## src/rtl/core_dbg_pkg.sv

```systemverilog
package core_dbg_pkg;
  // control register bit positions
  localparam int CB_STEP   = 0;
  localparam int CB_CRST   = 1;
  localparam int CB_FTRAP  = 2;
  localparam int CB_DTRAP  = 3;
  localparam int CB_WPOST  = 4;
  localparam int CB_DCACHE = 5;
  localparam int CB_BOOTF  = 6;
  localparam int CB_WDOG   = 7;
  localparam int CTRL_W    = 8;

  // cause register bit positions
  localparam int SB_DTRAP   = 3;
  localparam int SB_FTRAP   = 4;
  localparam int SB_MASKOVF = 29;
  localparam int SB_REQOVF  = 30;
  localparam int SB_MISS    = 31;

  localparam logic [31:0] HALT_MASK  = 32'h6000_0018;
  localparam logic [31:0] CAUSE_MASK = 32'hE000_0018;
  localparam logic [CTRL_W-1:0] CTRL_RESET = 8'h40;
  localparam logic [CTRL_W-1:0] WDOG_CLR   = 8'h8C;
endpackage

```

## src/rtl/dbg_low_page_trap.sv

```systemverilog
module dbg_low_page_trap #(
  parameter int AW         = 16,
  parameter int PAGE_BYTES = 256
) (
  input  logic          vld,
  input  logic          en,
  input  logic [AW-1:0] addr,
  output logic          hit
);
  localparam logic [AW:0] LIMIT = PAGE_BYTES[AW:0];

  always_comb hit = vld && en && ({1'b0, addr} < LIMIT);
endmodule

```

## src/rtl/dbg_ctrl_reg.sv

```systemverilog
module dbg_ctrl_reg
  import core_dbg_pkg::*;
(
  input  logic              clk,
  input  logic              rst,
  input  logic              wr_ctrl,
  input  logic [CTRL_W-1:0] wdata,
  input  logic              wdog_evt,
  output logic [CTRL_W-1:2] ctrl_q,
  output logic              step_q,
  output logic              crst_q
);
  logic [CTRL_W-1:2] ctrl_d;

  always_comb begin
    ctrl_d = ctrl_q;
    if (wr_ctrl) ctrl_d = wdata[CTRL_W-1:2];
    if (wdog_evt) ctrl_d = ctrl_d & ~WDOG_CLR[CTRL_W-1:2];
  end

  always_ff @(posedge clk) begin
    if (rst) begin
      ctrl_q <= CTRL_RESET[CTRL_W-1:2];
      step_q <= 1'b0;
      crst_q <= 1'b0;
    end else begin
      ctrl_q <= ctrl_d;
      step_q <= wr_ctrl && wdata[CB_STEP];
      crst_q <= wr_ctrl && wdata[CB_CRST];
    end
  end

  assert_crst_pulse_R9: assert property (@(posedge clk) disable iff (rst)
    (crst_q && !(wr_ctrl && wdata[CB_CRST])) |=> !crst_q);

  assert_wdog_clears_R10: assert property (@(posedge clk) disable iff (rst)
    wdog_evt |=> (!ctrl_q[CB_WDOG] && !ctrl_q[CB_FTRAP] && !ctrl_q[CB_DTRAP]));
endmodule

```

## src/rtl/dbg_cause_reg.sv

```systemverilog
module dbg_cause_reg
  import core_dbg_pkg::*;
(
  input  logic        clk,
  input  logic        rst,
  input  logic [31:0] set_vec,
  input  logic [31:0] clr_vec,
  input  logic        step_next,
  output logic [31:0] cause_q,
  output logic        halt_q
);
  logic [31:0] cause_d;

  always_comb cause_d = ((cause_q & ~clr_vec) | set_vec) & CAUSE_MASK;

  always_ff @(posedge clk) begin
    if (rst) begin
      cause_q <= '0;
      halt_q  <= 1'b0;
    end else begin
      cause_q <= cause_d;
      halt_q  <= (|(cause_d & HALT_MASK)) && !step_next;
    end
  end

  assert_set_wins_R6: assert property (@(posedge clk) disable iff (rst)
    (set_vec != '0) |=>
      ((cause_q & $past(set_vec & CAUSE_MASK)) == $past(set_vec & CAUSE_MASK)));

  assert_miss_no_halt_R5: assert property (@(posedge clk) disable iff (rst)
    ((set_vec & HALT_MASK) == '0 && (cause_q & HALT_MASK) == '0) |=> !halt_q);
endmodule

```

## src/rtl/core_halt_ctrl.sv

```systemverilog
module core_halt_ctrl
  import core_dbg_pkg::*;
#(
  parameter int REG_AW     = 4,
  parameter int CORE_AW    = 16,
  parameter int PAGE_BYTES = 256
) (
  input  logic               clk,
  input  logic               rst,
  input  logic               bus_wr,
  input  logic               bus_rd,
  input  logic [REG_AW-1:0]  bus_addr,
  input  logic [31:0]        bus_wdata,
  output logic [31:0]        bus_rdata,
  input  logic               fetch_vld,
  input  logic [CORE_AW-1:0] fetch_addr,
  input  logic               dacc_vld,
  input  logic [CORE_AW-1:0] dacc_addr,
  input  logic               cache_miss,
  input  logic               req_fifo_ovf,
  input  logic               mask_fifo_ovf,
  input  logic               wdog_evt,
  output logic               core_halt,
  output logic               core_step,
  output logic               core_reset
);
  localparam logic [REG_AW-1:0] OFS_CTRL  = '0;
  localparam logic [REG_AW-1:0] OFS_CAUSE = REG_AW'(4);

  logic              wr_ctrl, wr_cause, step_next;
  logic [CTRL_W-1:2] ctrl_q;
  logic [31:0]       cause_q, set_vec, clr_vec;
  logic [1:0]        trap_hit, trap_en, trap_vld;
  logic [CORE_AW-1:0] trap_addr [2];

  always_comb begin
    wr_ctrl   = bus_wr && (bus_addr == OFS_CTRL);
    wr_cause  = bus_wr && (bus_addr == OFS_CAUSE);
    step_next = wr_ctrl && bus_wdata[CB_STEP];
    trap_vld  = {dacc_vld, fetch_vld};
    trap_en   = {ctrl_q[CB_DTRAP], ctrl_q[CB_FTRAP]};
    trap_addr[0] = fetch_addr;
    trap_addr[1] = dacc_addr;
  end

  for (genvar g = 0; g < 2; g++) begin : g_trap
    dbg_low_page_trap #(.AW(CORE_AW), .PAGE_BYTES(PAGE_BYTES)) trap_i (
      .vld (trap_vld[g]),
      .en  (trap_en[g]),
      .addr(trap_addr[g]),
      .hit (trap_hit[g])
    );
  end

  always_comb begin
    set_vec = '0;
    set_vec[SB_FTRAP]   = trap_hit[0];
    set_vec[SB_DTRAP]   = trap_hit[1];
    set_vec[SB_REQOVF]  = req_fifo_ovf;
    set_vec[SB_MASKOVF] = mask_fifo_ovf;
    set_vec[SB_MISS]    = cache_miss;
    clr_vec = wr_cause ? bus_wdata : '0;
  end

  dbg_ctrl_reg ctrl_i (
    .clk     (clk),
    .rst     (rst),
    .wr_ctrl (wr_ctrl),
    .wdata   (bus_wdata[CTRL_W-1:0]),
    .wdog_evt(wdog_evt),
    .ctrl_q  (ctrl_q),
    .step_q  (core_step),
    .crst_q  (core_reset)
  );

  dbg_cause_reg cause_i (
    .clk      (clk),
    .rst      (rst),
    .set_vec  (set_vec),
    .clr_vec  (clr_vec),
    .step_next(step_next),
    .cause_q  (cause_q),
    .halt_q   (core_halt)
  );

  always_ff @(posedge clk) begin
    if (rst) bus_rdata <= '0;
    else if (bus_rd) begin
      case (bus_addr)
        OFS_CTRL:  bus_rdata <= {{(32-CTRL_W){1'b0}}, ctrl_q, core_reset, core_step};
        OFS_CAUSE: bus_rdata <= cause_q;
        default:   bus_rdata <= '0;
      endcase
    end else bus_rdata <= '0;
  end

  assert_ovf_halts_R4: assert property (@(posedge clk) disable iff (rst)
    ((req_fifo_ovf || mask_fifo_ovf) && !step_next) |=> core_halt);

  assert_step_release_R8: assert property (@(posedge clk) disable iff (rst)
    core_step |-> !core_halt);

  assert_halt_tracks_R7: assert property (@(posedge clk) disable iff (rst)
    !core_step |-> (core_halt == (|(cause_q & HALT_MASK))));

  assert_fetch_trap_R2: assert property (@(posedge clk) disable iff (rst)
    (fetch_vld && ctrl_q[CB_FTRAP] && (fetch_addr < CORE_AW'(PAGE_BYTES)))
      |=> cause_q[SB_FTRAP]);
endmodule

```

## config.mk

```make
export PLATFORM = sky130hd
export DESIGN_NAME = core_halt_ctrl
export DESIGN_NICKNAME = d
export VERILOG_FILES = /design/src/rtl/core_dbg_pkg.sv /design/src/rtl/dbg_low_page_trap.sv /design/src/rtl/dbg_ctrl_reg.sv /design/src/rtl/dbg_cause_reg.sv /design/src/rtl/core_halt_ctrl.sv
export SDC_FILE = /design/constraint.sdc
export NUM_CORES = 1
export LEC_CHECK = 0
export BUFFER_PORTS_ARGS = -buffer_cell sky130_fd_sc_hd__buf_4
export CAP_MARGIN = 20
export CORE_MARGIN = 1.5
export CORE_UTILIZATION = 45
export DETAILED_ROUTE_END_ITERATION = 8
export GPL_ROUTABILITY_DRIVEN = 0
export GPL_TIMING_DRIVEN = 0
export PLACE_DENSITY_LB_ADDON = 0.2
export SYNTH_ARGS = -nofsm -noshare
export SYNTH_HDL_FRONTEND = slang
export SYNTH_HIERARCHICAL = 1
export SYNTH_SLANG_ARGS = --single-unit
export TNS_END_PERCENT = 20
```

## constraint.sdc

```tcl
create_clock -name clk -period 1.75 [get_ports clk]
set_input_delay 0.0875 -clock clk [delete_from_list [all_inputs] [get_ports clk]]
set_output_delay 0.0875 -clock clk [all_outputs]
set_load 0.02 [all_outputs]
```

# After elaboration in Yosys (flattened, before gate mapping)
# Index checks and enable logic that the tools add are counted.
[word_totals]
reg_bits = 73
inputBits = 78
output_inout_bits = 35
[classes]
n_lt_le_gt_ge = 2
eq_ne = 1
muxes = 3
n_bitwise = 4
reduce_logical = 14
[op_table]
columns = ["operator", "n"]
rows = [
  ["$pmux 32 s2", 1],
  ["$and 32x32->32", 1],
  ["$lt 16x9->1 const B", 2],
  ["$mux 32", 1],
  ["$not 32->32", 1],
  ["$or 32x32->32", 1],
  ["$logic_and 1x1->1", 9],
  ["$mux 5", 1],
  ["$eq 4x3->1 const B", 1],
  ["$logic_not 4->1", 1],
  ["$reduce_or 2->1", 2],
  ["$reduce_or 4->1", 1],
  ["$logic_not 1->1", 1],
  ["$not 1->1", 1],
]

# Longest topological paths before layout
# Gate-level depths: netlist (run 1).
[depth]
word_depth = 8
depth_mapped = 7

# Hierarchy
# Netlist (run 1), hierarchy kept.
[modules_own_cells]
columns = ["mod", "n_inst", "cells_per_inst", "area_per_inst_um2"]
rows = [
  ["core_halt_ctrl", 1, 127, 1302.5],
  ["dbg_cause_reg", 1, 51, 411.6],
  ["dbg_ctrl_reg", 1, 23, 276.5],
  ["dbg_low_page_trap", 2, 3, 31.3],
]

# Least setup slack after synthesis (run 1)
# No wires, ideal clock.
[synth_timing]
path_type = "input port to flip-flop"
startpoint = "input port bus_addr[1]"
endpoint = "register ctrl_i/ctrl_q[6] (netlist bit)"
t_arrival_ps = 1190
t_required_ps = 1630
slack_ps = 440
cell_stages = 6
path_buffers = 2
cell_sequence = "or3_1 -> buf_6 -> nor3_1 -> buf_6 -> nor2b_1 -> a211o_1"
[synth_via]
elab_chain_len = 3
[synth_lines]
columns = ["item", "line", "source"]
rows = [
  ["start, declared", "core_halt_ctrl.sv:12", "input logic [REG_AW-1:0] bus_addr,"],
  ["$logic_not 4->1", "core_halt_ctrl.sv:37", "wr_ctrl = bus_wr && (bus_addr == OFS_CTRL);"],
  ["$logic_and 1x1->1", "core_halt_ctrl.sv:37", ""],
  ["net wr_ctrl", "core_halt_ctrl.sv:30", "logic wr_ctrl, wr_cause, step_next;"],
  ["$mux 5", "dbg_ctrl_reg.sv:17", "if (wr_ctrl) ctrl_d = wdata[CTRL_W-1:2];"],
  ["end signal, assigned", "dbg_ctrl_reg.sv:23", "ctrl_q <= CTRL_RESET[CTRL_W-1:2];"],
  ["end signal, assigned", "dbg_ctrl_reg.sv:27", "ctrl_q <= ctrl_d;"],
  ["end, declared", "dbg_ctrl_reg.sv:9", "output logic [CTRL_W-1:2] ctrl_q,"],
]
# The timed path passes the listed nets, and every way through them passes these cells.
# A chain may end at the register's enable or synchronous reset.

# Final worst setup path (run 1)
# Ends and elaborated chain as after synthesis.

==> results of run 1 <==
## where the power goes
group,switching (mW),total [mW],internal [mW]
Combinational,0.0868,0.225,0.138
Sequential,0.00485,1.06,1.06
Clock,0.328,0.647,0.319
## through the flow
step | area [um^2] | worst slack (ns) | hold slack [ns] | utilization [%]
finish | 2710 | 0.571 | 0.0264 | 67.6
global route | 2710 | 0.488 | 0.0262 | 67.6
CTS | 2710 | 0.574 | 0.0212 | 67.6
detailed placement | 2580 | 0.258 | 0.280 | 64.6
global placement | 2580 | 0.264 | 0.279 | 64.6
floorplan | 1960 | 0.440 | 0.160 | -
## cell type report
cell class | instances | area share (%)
buffer | 39 | 10.9
multi-input combinational | 110 | 26.5
clock inverter | 1 | 0.185
tap | 50 | 2.31
sequential | 46 | 34.0
inverter | 7 | 0.971
timing repair buffer | 78 | 21.9
clock buffer | 7 | 3.19
## worst register-to-register path: cells and delay by family, from the launching register on
kind	cells	cell delay, ns
flip-flops	1	0.36
AO/OA/AOI/OAI	2	0.28
AND/OR/NAND/NOR	2	0.35
## path summary, 6_finish.rpt
path	startpoint	end	slack, ns	depth (start not counted)
hold reg to reg	cause_i/cause_q[31]	bus_rdata[31]	0.48	1
setup / recovery	bus_addr[1]	ctrl_i/ctrl_q[6]	0.57	7
setup reg to reg	ctrl_i/ctrl_q[3]	cause_i/halt_q	0.69	4
hold / removal	mask_fifo_ovf	cause_i/cause_q[29]	0.03	3
## flip-flops by register name, indices dropped and copies added (netlist names)
name,flops
ctrl_i/crst_q,1
cause_i/halt_q,1
cause_i/cause_q,5
bus_rdata,32
ctrl_i/step_q,1
ctrl_i/ctrl_q,6
## cell usage in the layout (no fill, tap or decap)
cell type / count
nor3_2: 4
clkbuf_1: 6
dfxtp_1: 46
inv_1: 7
dlygate4sd3_1: 3
a211o_1: 1
buf_4: 102
nor4_2: 3
nor3_1: 8
nor2_1: 7
buf_6: 6
clkinv_2: 1
nand4bb_1: 2
or4_1: 2
or3_1: 1
a21oi_1: 5
and3_1: 29
conb_1: 27
clkbuf_8: 6
mux2i_1: 13
buf_2: 1
nor2b_1: 2
or2_0: 1
nand2b_1: 1
nor4b_4: 1
a41oi_2: 1
and3b_1: 2
## layer usage
layer,up-vias,part of all wire [%],routed length (um),GRT usage [%]
met3,5,6.0,215,4.83
met5,-,0,0,0
li1,763,-,-,-
met2,41,52,1850,28.6
met4,0,1.5,54,7.65
met1,656,41,1470,20.1
## repair_timing
action                     CTS  global route
hold buffers                 3             0
setup endpoints to repair    0             0
hold endpoints to repair     5             0
resized for setup            0             0
==> metrics, run 1 <==
Setup crit start kind=input pin; 1st-iter DRT viols=43; CP Buf/Inv Count=3; Max Root-Sink Buffers=2; fmax=848 MHz; Synth Cell Area=0.00186 mm^2; Vias/cell=approximately 4.3; H-tree Lvls=2; Starting Density=46.5%; DR vias=1465; status=complete, no violations; Top cell by count, worst path=buf_6; CTS buffer count=5; Tcrit/Tclk final=67.4%; Worst path top cell family by delay=simple AND/OR/NAND/NOR gates; core outline area=~0.0040 mm^2; antenna-violating nets left=0; Final Non-Filler Cells=338; WL final=3580 um; Crit path arrival time=1.36 ns; Slew headroom=65.1%; per-cell routed wire length=around 11 um; die height=67.3 um; die width=67.3 um; clk_lat worst skew=0.29 ns; unrepaired setup endpoints after global routing=false; vias in the first global route=1237; Pre-antenna DRT Iters=4; FF/Latch Area=921 um^2; grt total ovfl=0; Filler Cell Count=336; Final #Nets=about 370; share of cells above drive strength 1=43.4%; first-pass GRT wire length=5660 um; antenna cell count=0; final hold vios=0; initial antenna violation count=0; Pleak=between 1 and 1.5 nW; multi-input logic area=717 um^2; worst hold path type=input pin to register; Placed Cells incl. Taps=approximately 330; Crit. End Element=register; total negative slack=0 ns; maxcap violations=0; # Post-CTS Setup Buffers=0; CP max-delay cell=or3_1; Area Growth Syn to Fin=45.4%; Mean Syn Cell Area=10.6 um^2; CP cell instances=buf_4, or3_1, buf_6, nor3_1, buf_6, nor2b_1, a211o_1; Post-Synthesis Cells=~180; worst slew pin tran=0.523 ns; Crit Path Max Fanout=10; die area=0.00453 mm^2; CTS root buffer=clkbuf_8; Port Buffers=between 70 and 80; Final Max Slew Viols=0; largest net degree at the start of global routing=17; Final min period=1.18 ns; CTS tree=yes; clock-pin slew on the worst setup and hold paths=0.08 ns; DRC errors left=0; Post-DP HPWL=roughly 2700 um; Final Power=1.93 mW; Synth warnings=6; GRT Util Overall=17.0%; FP Rows=23; Required @ worst endpoint=1.94 ns; top-level I/O count=113; clock sink total=46; Power Dens Cells=approximately 700 mW/mm^2; Max stage delay on crit path=about 0.37 ns; Worst Clk Skew=0.00514 ns; critical path class=input pin to register; final setup vio count=0; VDD IR max=between 0.4 and 0.5 mV
No activity file was read; power rests on OpenSTA's default activity.
==> inputs of run 2 (changes only) <==
- clock period: 1.75 -> 1.25 ns (I/O delays scaled with it)
==> run 2 against run 1 <==
Flip-flop and latch count stayed put. Hold slack worse by 0.017 ns. Register-to-register slack worse by 0.49 ns. Clock-buffer cell count stayed put. Critical endpoint is now ctrl_i/ctrl_q[3]. Sequential share of layout area is 0.44 points lower. Routed wire length is 2.9% higher.
==> metrics, run 2 (synthesized netlist as in run 1, its figures left out) <==
status=complete, no violations; DRC errors left=0 (unchanged); critical path class=input pin to register; final hold vios=0 (unchanged); CTS tree=yes; final setup vio count=0 (unchanged); Tcrit/Tclk final=89.7%; die width=67.3 um (unchanged); Pint=2.13 mW (+40%); clock-pin slew on the worst setup and hold paths=0.08 ns (about the same); Slew headroom=63.2% (-2.0 points); Sw Ratio=22.1% (+0.38 points); Setup crit start kind=input pin; antenna cell count=0 (unchanged); top-level I/O count=113 (unchanged); Final Power=2.73 mW (+41%); Filler Cell Count=327 (-2.7%); CTS buffer count=5 (unchanged); core outline area=0.00400 mm^2 (unchanged); Combinational Power Share=11.8% (+0.2 points); CTS root buffer=clkbuf_8; Starting Density=46.5% (unchanged); Area Growth Syn to Fin=47.3%; most flop-heavy register=bus_rdata; FP Rows=23 (unchanged); largest net degree at the start of global routing=17 (unchanged); Pre-antenna DRT Iters=4 (unchanged); Required @ worst endpoint=1.43 ns (-0.51 ns); Crit Path Max Fanout=10 (unchanged); 1st-iter DRT viols=64 (+49%); maxcap violations=0 (unchanged); Final min period=approximately 1.1 ns; Crit. End Element=register; part of the power in registers=54.5% (-0.5 points); WL final=3680 um (+2.9%); most frequent cells in the layout=buf_4 (102), dfxtp_1 (46), and3_1 (29), conb_1 (27), mux2i_1 (13); fmax=891 MHz; Worst Clk Skew=0.00124 ns (-0.00390 ns); die height=67.3 um (unchanged); initial antenna violation count=0 (unchanged); vias in the first global route=1350 (+9.1%); Net Sw Power=0.603 mW (+44%); die area=0.00453 mm^2 (unchanged); unrepaired setup endpoints after global routing=false; clock sink total=46 (unchanged); grt total ovfl=0 (unchanged); r2r setup slk=0.20 ns (-0.49 ns); DR vias=1520 (+3.8%); share of cells above drive strength 1=43.3% (-0.10 points); Power Dens Cells=996 mW/mm^2 (+39%); Max Root-Sink Buffers=2 (unchanged); Final #Nets=368 (+0.82%); VDD IR max=0.646 mV (+53%); antenna-violating nets left=0 (unchanged); # Post-CTS Setup Buffers=0 (unchanged); commonest non-fill, non-tap cell in the layout=buf_4; design area=0.00274 mm^2 (+1.3%); worst slew pin tran=0.553 ns (+0.0295 ns); Pleak=1.41 nW (+0.98%); Crit path arrival time=1.31 ns (-0.05 ns); H-tree Lvls=2 (unchanged); Largest regs=bus_rdata x32, ctrl_i/ctrl_q x6, cause_i/cause_q x5; max FFs per register=32 (unchanged); Post-DP HPWL=2700 um (-1.3%); Vias/cell=4.46 (+2.8%); worst hold path type=input pin to register; clk_lat worst skew=0.29 ns (about the same); Clk network pwr share=33.7% (+0.3 points); Port Buffers=75 (unchanged); Final Max Slew Viols=0 (unchanged); Placed Instance Area=0.00259 mm^2 (+0.19%); per-cell routed wire length=10.8 um (+2.0%); GRT Util Overall=17.6% (+0.56 points); first-pass GRT wire length=5850 um (+3.4%)
run 2: through the flow:
stage | utilization [%] | setup TNS (ns) | hold slack [ns] | instances | setup WS, ns
6_report | 68.5 | 0 | 0.00961 | 341 | 0.128
5_1_grt | 68.5 | 0 | 0.00586 | 341 | 0.0817
4_1_cts | 68.3 | 0 | 0.000399 | 340 | 0.157
3_5_place_dp | 64.7 | -1.09 | 0.259 | 327 | -0.158
3_3_place_gp | 64.7 | -1.01 | 0.254 | 327 | -0.156
2_1_floorplan | - | 0 | 0.135 | 202 | 0.0264
run 2: worst paths after layout:
path                                           from                to  cells after the start
worst max-delay path                    bus_addr[1]  ctrl_i/ctrl_q[3]                      7
worst min-delay path                   bus_wdata[5]  ctrl_i/ctrl_q[5]                      3
worst max register to register     ctrl_i/ctrl_q[3]    cause_i/halt_q                      4
worst min register to register  cause_i/cause_q[29]     bus_rdata[29]                      1
run 2: critical path, stage by stage:
cell and delay, ns:
buf_4 0.12, or3_1 0.37, buf_6 0.16, nor3_2 0.12, buf_6 0.17, mux2i_1 0.22
nor3_1 0.07
run 2: metal layers:
| metal | global-route usage [%] | share of wire, % | vias to the layer above |
|---|---|---|---|
| li1 | - | - | 767 |
| met1 | 19.9 | 40 | 699 |
| met2 | 29.2 | 51 | 47 |
| met3 | 5.83 | 6.4 | 7 |
| met4 | 9.44 | 2.3 | 0 |
| met5 | 0 | 0 | - |
run 2: what timing repair did:
| item | in CTS | in global routing |
|---|---|---|
| gates resized for setup | 0 | 0 |
| hold buffers | 5 | 1 |
| endpoints found under the hold margin | 7 | 1 |
run 2: area by class of cell:
cell class | count | area, um^2 | share of cell area (%)
Sequential cell | 46 | 921 | 33.6
Clock buffer | 7 | 86.3 | 3.15
Timing Repair Buffer | 81 | 623 | 22.7
Buffer | 39 | 294 | 10.7
Inverter | 7 | 26.3 | 0.959
Clock inverter | 1 | 5.00 | 0.183
Multi-Input combinational cell | 110 | 722 | 26.3
Tap cell | 50 | 62.6 | 2.28
run 2: power groups by stage:
stage	clock network, mW	registers (mW)	logic (mW)
2_1_floorplan	0	1.53	0.153
3_3_place_gp	0	1.52	0.301
3_5_place_dp	0	1.52	0.302
4_1_cts	0.945	1.49	0.316
5_1_grt	1.01	1.49	0.351
6_report	0.919	1.49	0.323
